### src/rtl/hb_gate_pkg.sv
package hb_gate_pkg;

    typedef enum logic [1:0] {
        PWM_LO  = 2'd0,
        PWM_HI  = 2'd1,
        PWM_MID = 2'd2,
        PWM_RSV = 2'd3
    } pwm_lvl_e;

    typedef enum logic [1:0] {
        MODE_DE  = 2'd0,
        MODE_CCM = 2'd1,
        MODE_HIZ = 2'd2,
        MODE_RSV = 2'd3
    } mode_e;

    typedef enum logic [2:0] {
        ST_UVLO  = 3'd0,
        ST_START = 3'd1,
        ST_RUN   = 3'd2,
        ST_SLEEP = 3'd3,
        ST_WAKE  = 3'd4
    } seq_state_e;

endpackage

### src/rtl/hb_startup_seq.sv
module hb_startup_seq
    import hb_gate_pkg::*;
#(
    parameter int START_CYC = 8,
    parameter int WAKE_CYC  = 20
) (
    input  logic clk,
    input  logic rst_n,
    input  logic vcc_ok,
    input  logic hiz,
    output logic run
);

    localparam int MAX_CYC = (START_CYC > WAKE_CYC) ? START_CYC : WAKE_CYC;
    localparam int CW      = $clog2(MAX_CYC + 1);
    localparam logic [CW-1:0] START_LAST = CW'(START_CYC - 1);
    localparam logic [CW-1:0] WAKE_LAST  = CW'(WAKE_CYC - 1);

    seq_state_e     st_q;
    seq_state_e     st_d;
    logic [CW-1:0]  cnt_q;

    // next-state logic
    always_comb begin
        st_d = st_q;
        unique case (st_q)
            ST_UVLO: begin
                if (vcc_ok) st_d = ST_START;                 // power_good
            end
            ST_START: begin
                if (cnt_q == START_LAST)                     // start_done
                    st_d = hiz ? ST_SLEEP : ST_RUN;
            end
            ST_RUN: begin
                if (hiz) st_d = ST_SLEEP;                    // sleep_req
            end
            ST_SLEEP: begin
                if (!hiz) st_d = ST_WAKE;                    // wake_req
            end
            ST_WAKE: begin
                if (hiz) st_d = ST_SLEEP;                    // sleep_req
                else if (cnt_q == WAKE_LAST) st_d = ST_RUN;  // wake_done
            end
            default: st_d = ST_UVLO;
        endcase
        if (!vcc_ok) st_d = ST_UVLO;                         // supply_lost
    end

    // state register
    always_ff @(posedge clk or negedge rst_n) begin
        if (!rst_n) begin
            st_q <= ST_UVLO;
        end else begin
            st_q <= st_d;
        end
    end

    // latency counter, restarted on every state change
    always_ff @(posedge clk or negedge rst_n) begin
        if (!rst_n) begin
            cnt_q <= '0;
        end else if (st_d != st_q) begin
            cnt_q <= '0;
        end else if (st_q == ST_START || st_q == ST_WAKE) begin
            cnt_q <= cnt_q + 1'b1;
        end
    end

    // output
    always_comb begin
        run = (st_q == ST_RUN);
    end

endmodule

### src/rtl/hb_holdoff.sv
module hb_holdoff
    import hb_gate_pkg::*;
#(
    parameter int HOLD_CYC = 6
) (
    input  logic       clk,
    input  logic       rst_n,
    input  logic [1:0] pwm_lvl,
    output logic [1:0] eff_lvl
);

    localparam int HW = $clog2(HOLD_CYC + 1);
    localparam logic [HW-1:0] HOLD_END = HW'(HOLD_CYC);

    logic          mid;
    logic [HW-1:0] hold_q;
    logic [1:0]    last_q;
    logic          expired;

    always_comb begin
        mid     = pwm_lvl[1];
        expired = (hold_q == HOLD_END);
    end

    always_ff @(posedge clk or negedge rst_n) begin
        if (!rst_n) begin
            hold_q <= '0;
            last_q <= PWM_MID;
        end else if (!mid) begin
            hold_q <= '0;
            last_q <= pwm_lvl;
        end else if (!expired) begin
            hold_q <= hold_q + 1'b1;
        end
    end

    always_comb begin
        if (!mid) begin
            eff_lvl = pwm_lvl;
        end else if (expired) begin
            eff_lvl = PWM_MID;
        end else begin
            eff_lvl = last_q;
        end
    end

endmodule

### src/rtl/hb_zc_guard.sv
module hb_zc_guard
    import hb_gate_pkg::*;
(
    input  logic       clk,
    input  logic       rst_n,
    input  logic       de_mode,
    input  logic       run,
    input  logic [1:0] pwm_lvl,
    input  logic [1:0] eff_lvl,
    input  logic       zc_neg,
    output logic       gl_block
);

    logic blk_q;
    logic set_blk;
    logic clr_blk;

    always_comb begin
        set_blk  = run && de_mode && (eff_lvl == PWM_LO) && zc_neg;
        clr_blk  = (pwm_lvl == PWM_HI) || !de_mode;
        gl_block = blk_q || zc_neg;
    end

    always_ff @(posedge clk or negedge rst_n) begin
        if (!rst_n) begin
            blk_q <= 1'b0;
        end else if (clr_blk) begin
            blk_q <= 1'b0;
        end else if (set_blk) begin
            blk_q <= 1'b1;
        end
    end

endmodule

### src/rtl/hb_gate_ctrl.sv
module hb_gate_ctrl
    import hb_gate_pkg::*;
#(
    parameter int START_CYC = 8,
    parameter int HOLD_CYC  = 6,
    parameter int WAKE_CYC  = 20
) (
    input  logic       clk,
    input  logic       rst_n,
    input  logic       vcc_ok,
    input  logic [1:0] pwm_lvl,
    input  logic [1:0] mode_lvl,
    input  logic       zc_neg,
    output logic       gh,
    output logic       gl,
    output logic       drv_en
);

    logic       run;
    logic       hiz;
    logic       de_mode;
    logic       ccm;
    logic [1:0] eff_lvl;
    logic       gl_block;

    always_comb begin
        hiz     = mode_lvl[1];
        de_mode = (mode_lvl == MODE_DE);
        ccm     = (mode_lvl == MODE_CCM);
    end

    hb_startup_seq #(
        .START_CYC (START_CYC),
        .WAKE_CYC  (WAKE_CYC)
    ) u_seq (
        .clk    (clk),
        .rst_n  (rst_n),
        .vcc_ok (vcc_ok),
        .hiz    (hiz),
        .run    (run)
    );

    hb_holdoff #(
        .HOLD_CYC (HOLD_CYC)
    ) u_hold (
        .clk     (clk),
        .rst_n   (rst_n),
        .pwm_lvl (pwm_lvl),
        .eff_lvl (eff_lvl)
    );

    hb_zc_guard u_zc (
        .clk      (clk),
        .rst_n    (rst_n),
        .de_mode  (de_mode),
        .run      (run),
        .pwm_lvl  (pwm_lvl),
        .eff_lvl  (eff_lvl),
        .zc_neg   (zc_neg),
        .gl_block (gl_block)
    );

    // gate outputs
    always_comb begin
        gh     = 1'b0;
        gl     = 1'b0;
        drv_en = run;
        if (run && vcc_ok && !hiz) begin
            unique case (eff_lvl)
                PWM_HI:  gh = 1'b1;
                PWM_LO:  gl = ccm ? 1'b1 : !gl_block;
                default: ;
            endcase
        end
    end

endmodule

### config.mk
export PLATFORM = sky130hd
export DESIGN_NAME = hb_gate_ctrl
export DESIGN_NICKNAME = d
export VERILOG_FILES = /design/src/rtl/hb_gate_pkg.sv /design/src/rtl/hb_startup_seq.sv /design/src/rtl/hb_holdoff.sv /design/src/rtl/hb_zc_guard.sv /design/src/rtl/hb_gate_ctrl.sv
export SDC_FILE = /design/constraint.sdc
export NUM_CORES = 1
export LEC_CHECK = 0
export BUFFER_PORTS_ARGS = -buffer_cell sky130_fd_sc_hd__buf_2
export CAP_MARGIN = 10
export CORE_MARGIN = 2
export CORE_UTILIZATION = 25
export CTS_CLUSTER_SIZE = 12
export DETAILED_ROUTE_END_ITERATION = 7
export GPL_TIMING_DRIVEN = 0
export PLACE_DENSITY = 0.43
export SLEW_MARGIN = 30
export SYNTH_ARGS = -nofsm -noshare
export SYNTH_HDL_FRONTEND = slang
export SYNTH_SLANG_ARGS = --single-unit
### constraint.sdc
create_clock -name clk -period 5.5 [get_ports clk]
set_input_delay 0 -clock clk [delete_from_list [all_inputs] [get_ports clk]]
set_output_delay 0 -clock clk [all_outputs]
set_load 0.005 [all_outputs]
==> results of run 1 <==
## worst paths after layout
path / from / endpoint / slack, ps / depth (start not counted)
min in group asynchronous: rst_n / u_seq.st_q[1] / 150 / 2
hold reg to reg: u_hold.hold_q[2] / u_hold.hold_q[2] / 510 / 1
setup / recovery: u_hold.hold_q[0] / u_zc.blk_q / 3520 / 8
setup reg to reg: u_hold.hold_q[0] / u_zc.blk_q / 3520 / 8
hold / removal: pwm_lvl[0] / u_hold.last_q[0] / 140 / 3
max in group asynchronous: rst_n / u_hold.last_q[1] / 5030 / 2
## cell usage in the layout (no fill, tap or decap), types with 3 or more instances in the layout
cell type,count
nor3_1,4
ha_1,3
inv_1,6
xor2_1,4
nor2_1,14
buf_2,10
clkbuf_4,3
a21oi_1,3
dfrtp_1,13
nand2_1,7
o21ai_0,4
dlygate4sd3_1,7
## through the flow
step	util	hold slack, ps	std cells
6_report	0.321	145	160
5_1_grt	0.321	164	160
4_1_cts	0.321	136	160
3_5_place_dp	0.292	-74.6	149
3_3_place_gp	0.292	-77.0	149
2_1_floorplan	-	-296	93
## kinds of logic after synthesis
family / count (synthesis)
and+or+nand+nor: 42
AOI/OAI and AO/OA: 19
DFF: 14
buffers and inverters: 9
xor gates and xnor gates: 5
adders and majority gates: 3
muxes: 1
## area by class of cell
cell class              count  share of cell area
well taps                  46              0.0533
flip-flops and latches     14               0.326
clock buffers               4              0.0243
plain buffers               2              0.0174
inverters                   7              0.0243
multi-input cells          70               0.444
repair buffers             17               0.111
## power by group through the flow
stage	combinational, mW	sequential (mW)	clock [mW]
CTS	0.0320	0.113	0.0662
detailed placement	0.0292	0.115	0
global route	0.0360	0.114	0.0719
global placement	0.0285	0.115	0
finish	0.0314	0.113	0.0632
floorplan	0.0192	0.114	0
## registers in the layout (all words and copies together), names as in the netlist
| register | count |
|---|---|
| u_hold.hold_q | 3 |
| u_seq.st_q | 3 |
| u_seq.cnt_q | 5 |
| u_zc.blk_q | 1 |
| u_hold.last_q | 2 |
## routing by layer
metal,vias up,global-route usage
met5,-,0
met4,0,0.0408
met3,4,0.0214
met2,13,0.172
met1,360,0.133
li1,374,-
## worst max-delay path, cell delays in order, from the launching register on
cell           delay, ps
dfrtp_1              390
inv_1                 60
ha_1                 220
a21oi_1              180
nand3b_1             100
o21ai_0              120
a31oi_1              120
nor4_1               160
dlygate4sd3_1        580
## what timing repair did
item / CTS / global route
setup endpoints to repair: 0 / 0
hold buffers: 7 / 0
endpoints found under the hold margin: 20 / 0
resized for setup: 0 / 0
==> flow_summary.json, run 1 <==
{
  "die_area_um2": 3990,
  "synth-xor-area-share": 0.0500,
  "drv_slew": 0,
  "core_region_area_um2": 3360,
  "overflow": 0,
  "yosysMostFrequentCell": "nor2_1",
  "wl_per_cell_um": 11.7,
  "ys_types": 38,
  "setup_viol": 0,
  "postCtsSetupRepairBufs": 0,
  "tritoncts": "yes",
  "leakage_nw": 0.497,
  "synth_edf_count": 0,
  "initial_core_util": 0.260,
  "pre_cts_ws_ps": 3620,
  "routed_wl_um": 1880,
  "grt_pass1_vias": 693,
  "max_cap_viol_count": 0,
  "area_delta_synth_final_pct": 23.3,
  "p_seq_frac": 0.544,
  "power_density_nw_per_um2": 192,
  "fillCellCount": 373,
  "nets": 126,
  "wl_met1_um": 910,
  "totalPowerFinal_mw": 0.208,
  "yosysWarnings": 0,
  "vias": 751,
  "hold_viol": 0,
  "hpwlAfterDp_um": 1340,
  "layout_worst_path_cycle_share": 0.360,
  "synth-seq-area-share": 0.401,
  "multi_input_area_um2": 479,
  "regArea_um2": 352,
  "synthesis.area_um2": 876,
  "p_int_mw": 0.151,
  "drc": 0,
  "p_sw_mw": 0.0563,
  "clockPowerShare": 0.305,
  "grt_util_all_layers": 0.104,
  "top_layer_used": "met4",
  "synthMuxAreaShare": 0.0114,
  "htreeDepth": 1,
  "cts_buffer_depth": 2,
  "synth_compound_area_frac": 0.157,
  "die_h_um": 63.2,
  "wl_met2_um": 863,
  "first_pass_iters": 4,
  "synth-adder-area-share": 0.0429,
  "startpoint_type": "flop",
  "final_area_um2": 1080,
  "numCtsBuffers": 3,
  "grt_start_max_net_pins": 15,
  "vdd_drop_max_mv": 0.112,
  "finClkSkew_ps": 11.5,
  "cp_max_fo": 3,
  "syn_avg_cell_area_um2": 9.42,
  "drt-initial-drc-count": 22,
  "grt_setup_unrepaired": "false",
  "io_buffer_count": 10,
  "ant_nets": 0,
  "fin_ws_ps": 3520,
  "cts-root-buf": "clkbuf_4",
  "cp.required_ps": 5730,
  "path_class": "reg -> reg",
  "synth-seq-cells": 14,
  "clkSlewWorstSetupHoldPaths_ps": 90,
  "synthArstFlopShare": 1.00,
  "antenna_found_initial": 0,
  "n_antenna_cell": 0,
  "hold_path.class": "in -> reg",
  "yosys.area.top_type": "dfrtp_1",
  "dieWidth_um": 63.2,
  "comb_power_share": 0.151,
  "status": "finished, final reports clean",
  "worst_pin_slew_ps": 445,
  "clock-sinks": 14,
  "synth_area_leaders": "dfrtp_1 37%, nor2_1 6.0%, ha_1 4.3%",
  "drive_above_1_share": 0.219,
  "place.gp.congestion": 0.772,
  "synth_flop_cell": "dfrtp_1",
  "max_freq_mhz": 506,
  "period_minus_slack_ps": 1980,
  "vias_per_cell": 4.69,
  "syn_inst": 93,
  "cp-end-kind": "flop",
  "dpl-instance-area_um2": 983,
  "syn_nets": 104,
  "met3WireLength_um": 70,
  "pin_count": 11,
  "grt_pass1_wl_um": 3240,
  "clock_latency_ps": 290,
  "cp_data_arrival_time_ps": 2210,
  "synth_top_area_share": 0.371,
  "num_rows": 21,
  "synthTopCellsByCount": "14 x nor2_1, 13 x dfrtp_1, 7 x nand2_1",
  "tns_ps": 0,
  "relSlewSlack": 0.701,
  "synth_top_family_by_area": "simple AND/OR/NAND/NOR gates",
  "yosys.area_share.simple": 0.286,
  "switching_share": 0.271
}
Note: power is estimated with default switching activity, not from simulation.
==> inputs of run 2 (changes only) <==
==> constraint.sdc (replaced) <==
create_clock -name clk -period 2.1 [get_ports clk]
set_input_delay 0 -clock clk [delete_from_list [all_inputs] [get_ports clk]]
set_output_delay 0 -clock clk [all_outputs]
set_load 0.005 [all_outputs]
==> flow_summary.json, run 2 (same netlist as run 1, synthesis figures left out) <==
{
  "status": "finished, final reports clean",
  "vias_per_cell": 4.65,
  "worst_pin_slew_ps": 445,
  "tritoncts": "yes",
  "layout_worst_path_cycle_share": 0.916,
  "crit_path_top_delay_cell": "dlygate4sd3_1",
  "ant_nets": 0,
  "cts_buffer_depth": 2,
  "startpoint_type": "flop",
  "io_buffer_count": 10,
  "regArea_um2": 352,
  "routed_wl_um": 1890,
  "die_h_um": 63.2,
  "grt_pass1_vias": 693,
  "first_pass_iters": 4,
  "grt_util_all_layers": 0.104,
  "startpoint": "u_seq.st_q[1]",
  "vdd_drop_max_mv": 0.293,
  "top_regs": "u_seq.cnt_q (5), u_hold.hold_q (3), u_seq.st_q (3)",
  "tns_ps": 0,
  "leakage_nw": 0.503,
  "finClkSkew_ps": 12.7,
  "wl_per_cell_um": 11.7,
  "grt_start_max_net_pins": 15,
  "cp_cell_sequence": "inv_2 > nor3_1 > a31oi_1 > nor4_1 > dlygate4sd3_1",
  "r2r-start": "u_seq.st_q[1]",
  "final_cells": 161,
  "cp.required_ps": 2330,
  "relSlewSlack": 0.701,
  "grt_pass1_wl_um": 3240,
  "max_cap_viol_count": 0,
  "dieWidth_um": 63.2,
  "max_freq_mhz": 520,
  "place.gp.congestion": 0.772,
  "drive_above_1_share": 0.235,
  "grt_util_met2": 0.172,
  "placedCellCount": 149,
  "multi_input_area_um2": 483,
  "largest-register": "u_seq.cnt_q",
  "mostFrequentLayoutCells": "14 x nor2_1, 13 x dfrtp_1, 10 x buf_2, 7 x nand2_1, 7 x dlygate4sd3_1",
  "cp-end-kind": "flop",
  "initial_core_util": 0.260,
  "hpwlAfterDp_um": 1340,
  "cp_data_arrival_time_ps": 2150,
  "pin_count": 11,
  "grtUsageMet3": 0.0214,
  "overflow": 0,
  "hold_viol": 0,
  "setup_viol": 0,
  "antenna_found_initial": 0,
  "htreeDepth": 1,
  "drv_slew": 0,
  "clkSlewWorstSetupHoldPaths_ps": 90,
  "slowest_delay_ps": 580,
  "area_delta_synth_final_pct": 24.6,
  "path_class": "reg -> reg",
  "layout_commonest_cell": "nor2_1",
  "reg2reg_slack_ps": 180,
  "clock-sinks": 14,
  "period_minus_slack_ps": 1920,
  "grt_util_met1": 0.133,
  "grt_setup_unrepaired": "false",
  "hold_path.class": "in -> async",
  "core_region_area_um2": 3360,
  "cts-root-buf": "clkbuf_4",
  "n_antenna_cell": 0,
  "vias": 749,
  "rr_worst_depth": 5,
  "drc": 0,
  "fillCellCount": 375,
  "num_rows": 21,
  "numCtsBuffers": 3,
  "top_usage_layer": "met2",
  "largest_register_ff_count": 5,
  "drt-initial-drc-count": 24,
  "r2r_end": "u_zc.blk_q",
  "die_area_um2": 3990,
  "nets": 127,
  "clock_latency_ps": 290,
  "cp_max_fo": 10,
  "power_density_nw_per_um2": 500
}
## run 2: report_power, final
part / switching (mW) / leakage, nW / internal, mW
sequential: 0.0119 / 0.183 / 0.283
clock: 0.0909 / 0.0150 / 0.0737
combinational: 0.0450 / 0.305 / 0.0410
total: 0.148 / 0.503 / 0.398
## run 2: layout make-up
cell class                 count  area share
buffer                         2      0.0172
multi-input combinational     70       0.443
tap                           46      0.0528
sequential                    14       0.322
inverter                       7      0.0241
clock buffer                   4      0.0241
timing repair buffer          18       0.117
## run 2: how the worst max path moves through the flow
| stage | end | slack [ps] |
|---|---|---|
| after global routing | u_seq.st_q[2] | 10 |
| after detailed placement | u_seq.cnt_q[0] | 220 |
| after floorplan | u_seq.cnt_q[0] | 360 |
| final | u_zc.blk_q | 180 |
| after global placement | u_seq.cnt_q[0] | 210 |
| after CTS | u_zc.blk_q | 100 |
## run 2: per-stage QoR
stage / utilization / setup slack, ps / hold WS, ps / power (mW) / instance area [µm²]
after floorplan: - / 361 / -296 / 0.348 / 876
after global placement: 0.292 / 215 / -77.0 / 0.375 / 983
after detailed placement: 0.292 / 218 / -74.6 / 0.377 / 983
after CTS: 0.321 / 95.3 / 136 / 0.553 / 1080
after global routing: 0.324 / 13.4 / 164 / 0.584 / 1090
final: 0.324 / 176 / 146 / 0.546 / 1090
## run 2: what timing repair did
item / 4_1_cts / 5_1_grt
endpoints found under the setup margin: 0 / 1
hold endpoints to repair: 20 / 0
setup buffers: 0 / 1
resized for setup: 0 / 1
hold buffers: 7 / 0
## run 2: per-layer routing
layer,wire length (µm),vias to the layer above,part of all wire
met5,0,-,0
met4,32,0,0.017
met3,38,4,0.020
met2,882,7,0.47
met1,937,362,0.50
li1,-,376,-
## run 2: worst max-delay path, delay by kind of cell (launching register included)
family	cells	cell delay, ps
flops	1	440
compound gates	1	140
simple gates	2	570
buf+inv	2	710
==> inputs of run 3 (changes only) <==
--- a/config.mk
+++ b/config.mk
@@ -13,6 +13,7 @@
 export DETAILED_ROUTE_END_ITERATION = 7
 export GPL_TIMING_DRIVEN = 0
 export PLACE_DENSITY = 0.43
+export REMOVE_ABC_BUFFERS = 1
 export SLEW_MARGIN = 30
 export SYNTH_ARGS = -nofsm -noshare
 export SYNTH_HDL_FRONTEND = slang
==> flow_summary.json, run 3 (same netlist as run 1, synthesis figures left out) <==
{
  "clock-sinks": 14,
  "grt_setup_unrepaired": "false",
  "slowest_delay_ps": 430,
  "cp-end-kind": "flop",
  "nets": 122,
  "grt_util_all_layers": 0.110,
  "htreeDepth": 1,
  "period_minus_slack_ps": 1920,
  "vias": 747,
  "relSlewSlack": 0.751,
  "path_class": "reg -> reg",
  "status": "finished, final reports clean",
  "max_cap_viol_count": 0,
  "drive_above_1_share": 0.245,
  "num_rows": 21,
  "initial_core_util": 0.260,
  "drc": 0,
  "n_antenna_cell": 0,
  "hold_path.class": "in -> reg",
  "pin_count": 11,
  "die_h_um": 63.2,
  "startpoint_type": "flop",
  "worst_pin_slew_ps": 373,
  "largest-register": "u_seq.cnt_q",
  "area_delta_synth_final_pct": 20.7,
  "final_area_um2": 1060,
  "io_buffer_count": 10,
  "top_regs": "u_seq.cnt_q (5), u_hold.hold_q (3), u_seq.st_q (3)",
  "grt_pass1_vias": 738,
  "die_area_um2": 3990,
  "rr_worst_depth": 6,
  "cp_data_arrival_time_ps": 2110,
  "drv_slew": 0,
  "place.gp.congestion": 0.787,
  "clock_latency_ps": 280,
  "antenna_found_initial": 0,
  "totalPowerFinal_mw": 0.577,
  "max_freq_mhz": 522,
  "hpwlAfterDp_um": 1360,
  "post-route-util": 0.314,
  "cts_buffer_depth": 2,
  "cp_max_fo": 5,
  "vdd_drop_max_mv": 0.169,
  "wl_per_cell_um": 12.1,
  "power_density_nw_per_um2": 546,
  "first_pass_iters": 4,
  "finClkSkew_ps": 4.01,
  "fillCellCount": 380,
  "cts-root-buf": "clkbuf_4",
  "grt_pass1_wl_um": 3380,
  "layout_worst_path_cycle_share": 0.912,
  "grt_start_max_net_pins": 15,
  "tritoncts": "yes",
  "hold_depth": 3,
  "vias_per_cell": 4.79,
  "ant_nets": 0,
  "cp.required_ps": 2290,
  "drt-initial-drc-count": 30,
  "crit_path_top_delay_cell": "dfrtp_1",
  "dieWidth_um": 63.2,
  "mostFrequentLayoutCells": "14 x nor2_1, 13 x dfrtp_1, 10 x buf_2, 7 x nand2_1, 6 x inv_1",
  "leakage_nw": 0.479,
  "setup_viol": 0,
  "regArea_um2": 352,
  "hold_viol": 0,
  "cp_cell_sequence": "ha_1 > and4bb_4 > o2111a_1 > o211ai_2 > nand4_4 > nor4_2",
  "largest_register_ff_count": 5,
  "multi_input_area_um2": 488,
  "core_region_area_um2": 3360,
  "overflow": 0,
  "dpl-instance-area_um2": 965,
  "routed_wl_um": 1900,
  "tns_ps": 0,
  "clkSlewWorstSetupHoldPaths_ps": 90,
  "layout_commonest_cell": "nor2_1",
  "numCtsBuffers": 3
}
-- run 3: changes by cell type in the layout (fill, tap and decap cells not counted), sizes merged --
cell,delta
dlygate4sd3,-3
buf,-2
-- run 3: final timing paths --
check / startpoint / endpoint / slack [ps]
max in group asynchronous: rst_n / u_hold.last_q[1] / 1670
min reg2reg: u_hold.last_q[0] / u_hold.last_q[0] / 500
max: u_seq.cnt_q[0] / u_seq.cnt_q[0] / 180
max reg2reg: u_seq.cnt_q[0] / u_seq.cnt_q[0] / 180
min: vcc_ok / u_seq.st_q[0] / 6
min in group asynchronous: rst_n / u_hold.hold_q[2] / 150
-- run 3: repair_timing --
action,4_1_cts,5_1_grt
buffers inserted,0,1
hold buffers,5,0
setup endpoints to repair,0,1
hold endpoints to repair,18,0
gates resized for setup,0,2
-- run 3: power breakdown --
| group | switching (mW) | internal (mW) | total [mW] |
|---|---|---|---|
| registers | 0.0152 | 0.283 | 0.299 |
| logic | 0.0417 | 0.0382 | 0.0798 |
| clock network | 0.0935 | 0.106 | 0.199 |
| total | 0.150 | 0.427 | 0.577 |
-- run 3: final cells by class --
| class | instances | area share |
|---|---|---|
| inverters | 7 | 0.0249 |
| flip-flops and latches | 14 | 0.333 |
| well taps | 46 | 0.0544 |
| repair buffers | 15 | 0.0923 |
| multi-input cells | 70 | 0.462 |
| clock buffers | 4 | 0.0343 |
-- run 3: layer usage --
metal  up-vias  share of wire  GRT usage
li1        369              -          -
met2        15           0.49      0.172
met3         2          0.032     0.0375
met1       361           0.46      0.136
met5         -              0          0
met4         0          0.018     0.0571
-- run 3: per-stage QoR --
stage	hold slack, ps	worst slack [ps]	instances
floorplan	-296	361	91
global placement	-78.2	208	147
detailed placement	-77.3	179	147
CTS	2.07	107	156
global route	14.2	57.5	156
finish	6.20	185	156
-- run 3: worst max-delay path, delay by kind of cell (launching register included) --
kind / cells / cell delay, ps
AO/OA/AOI/OAI: 2 / 440
adder cells (fa/ha/maj): 1 / 260
flip-flops: 1 / 430
AND/OR/NAND/NOR: 3 / 690
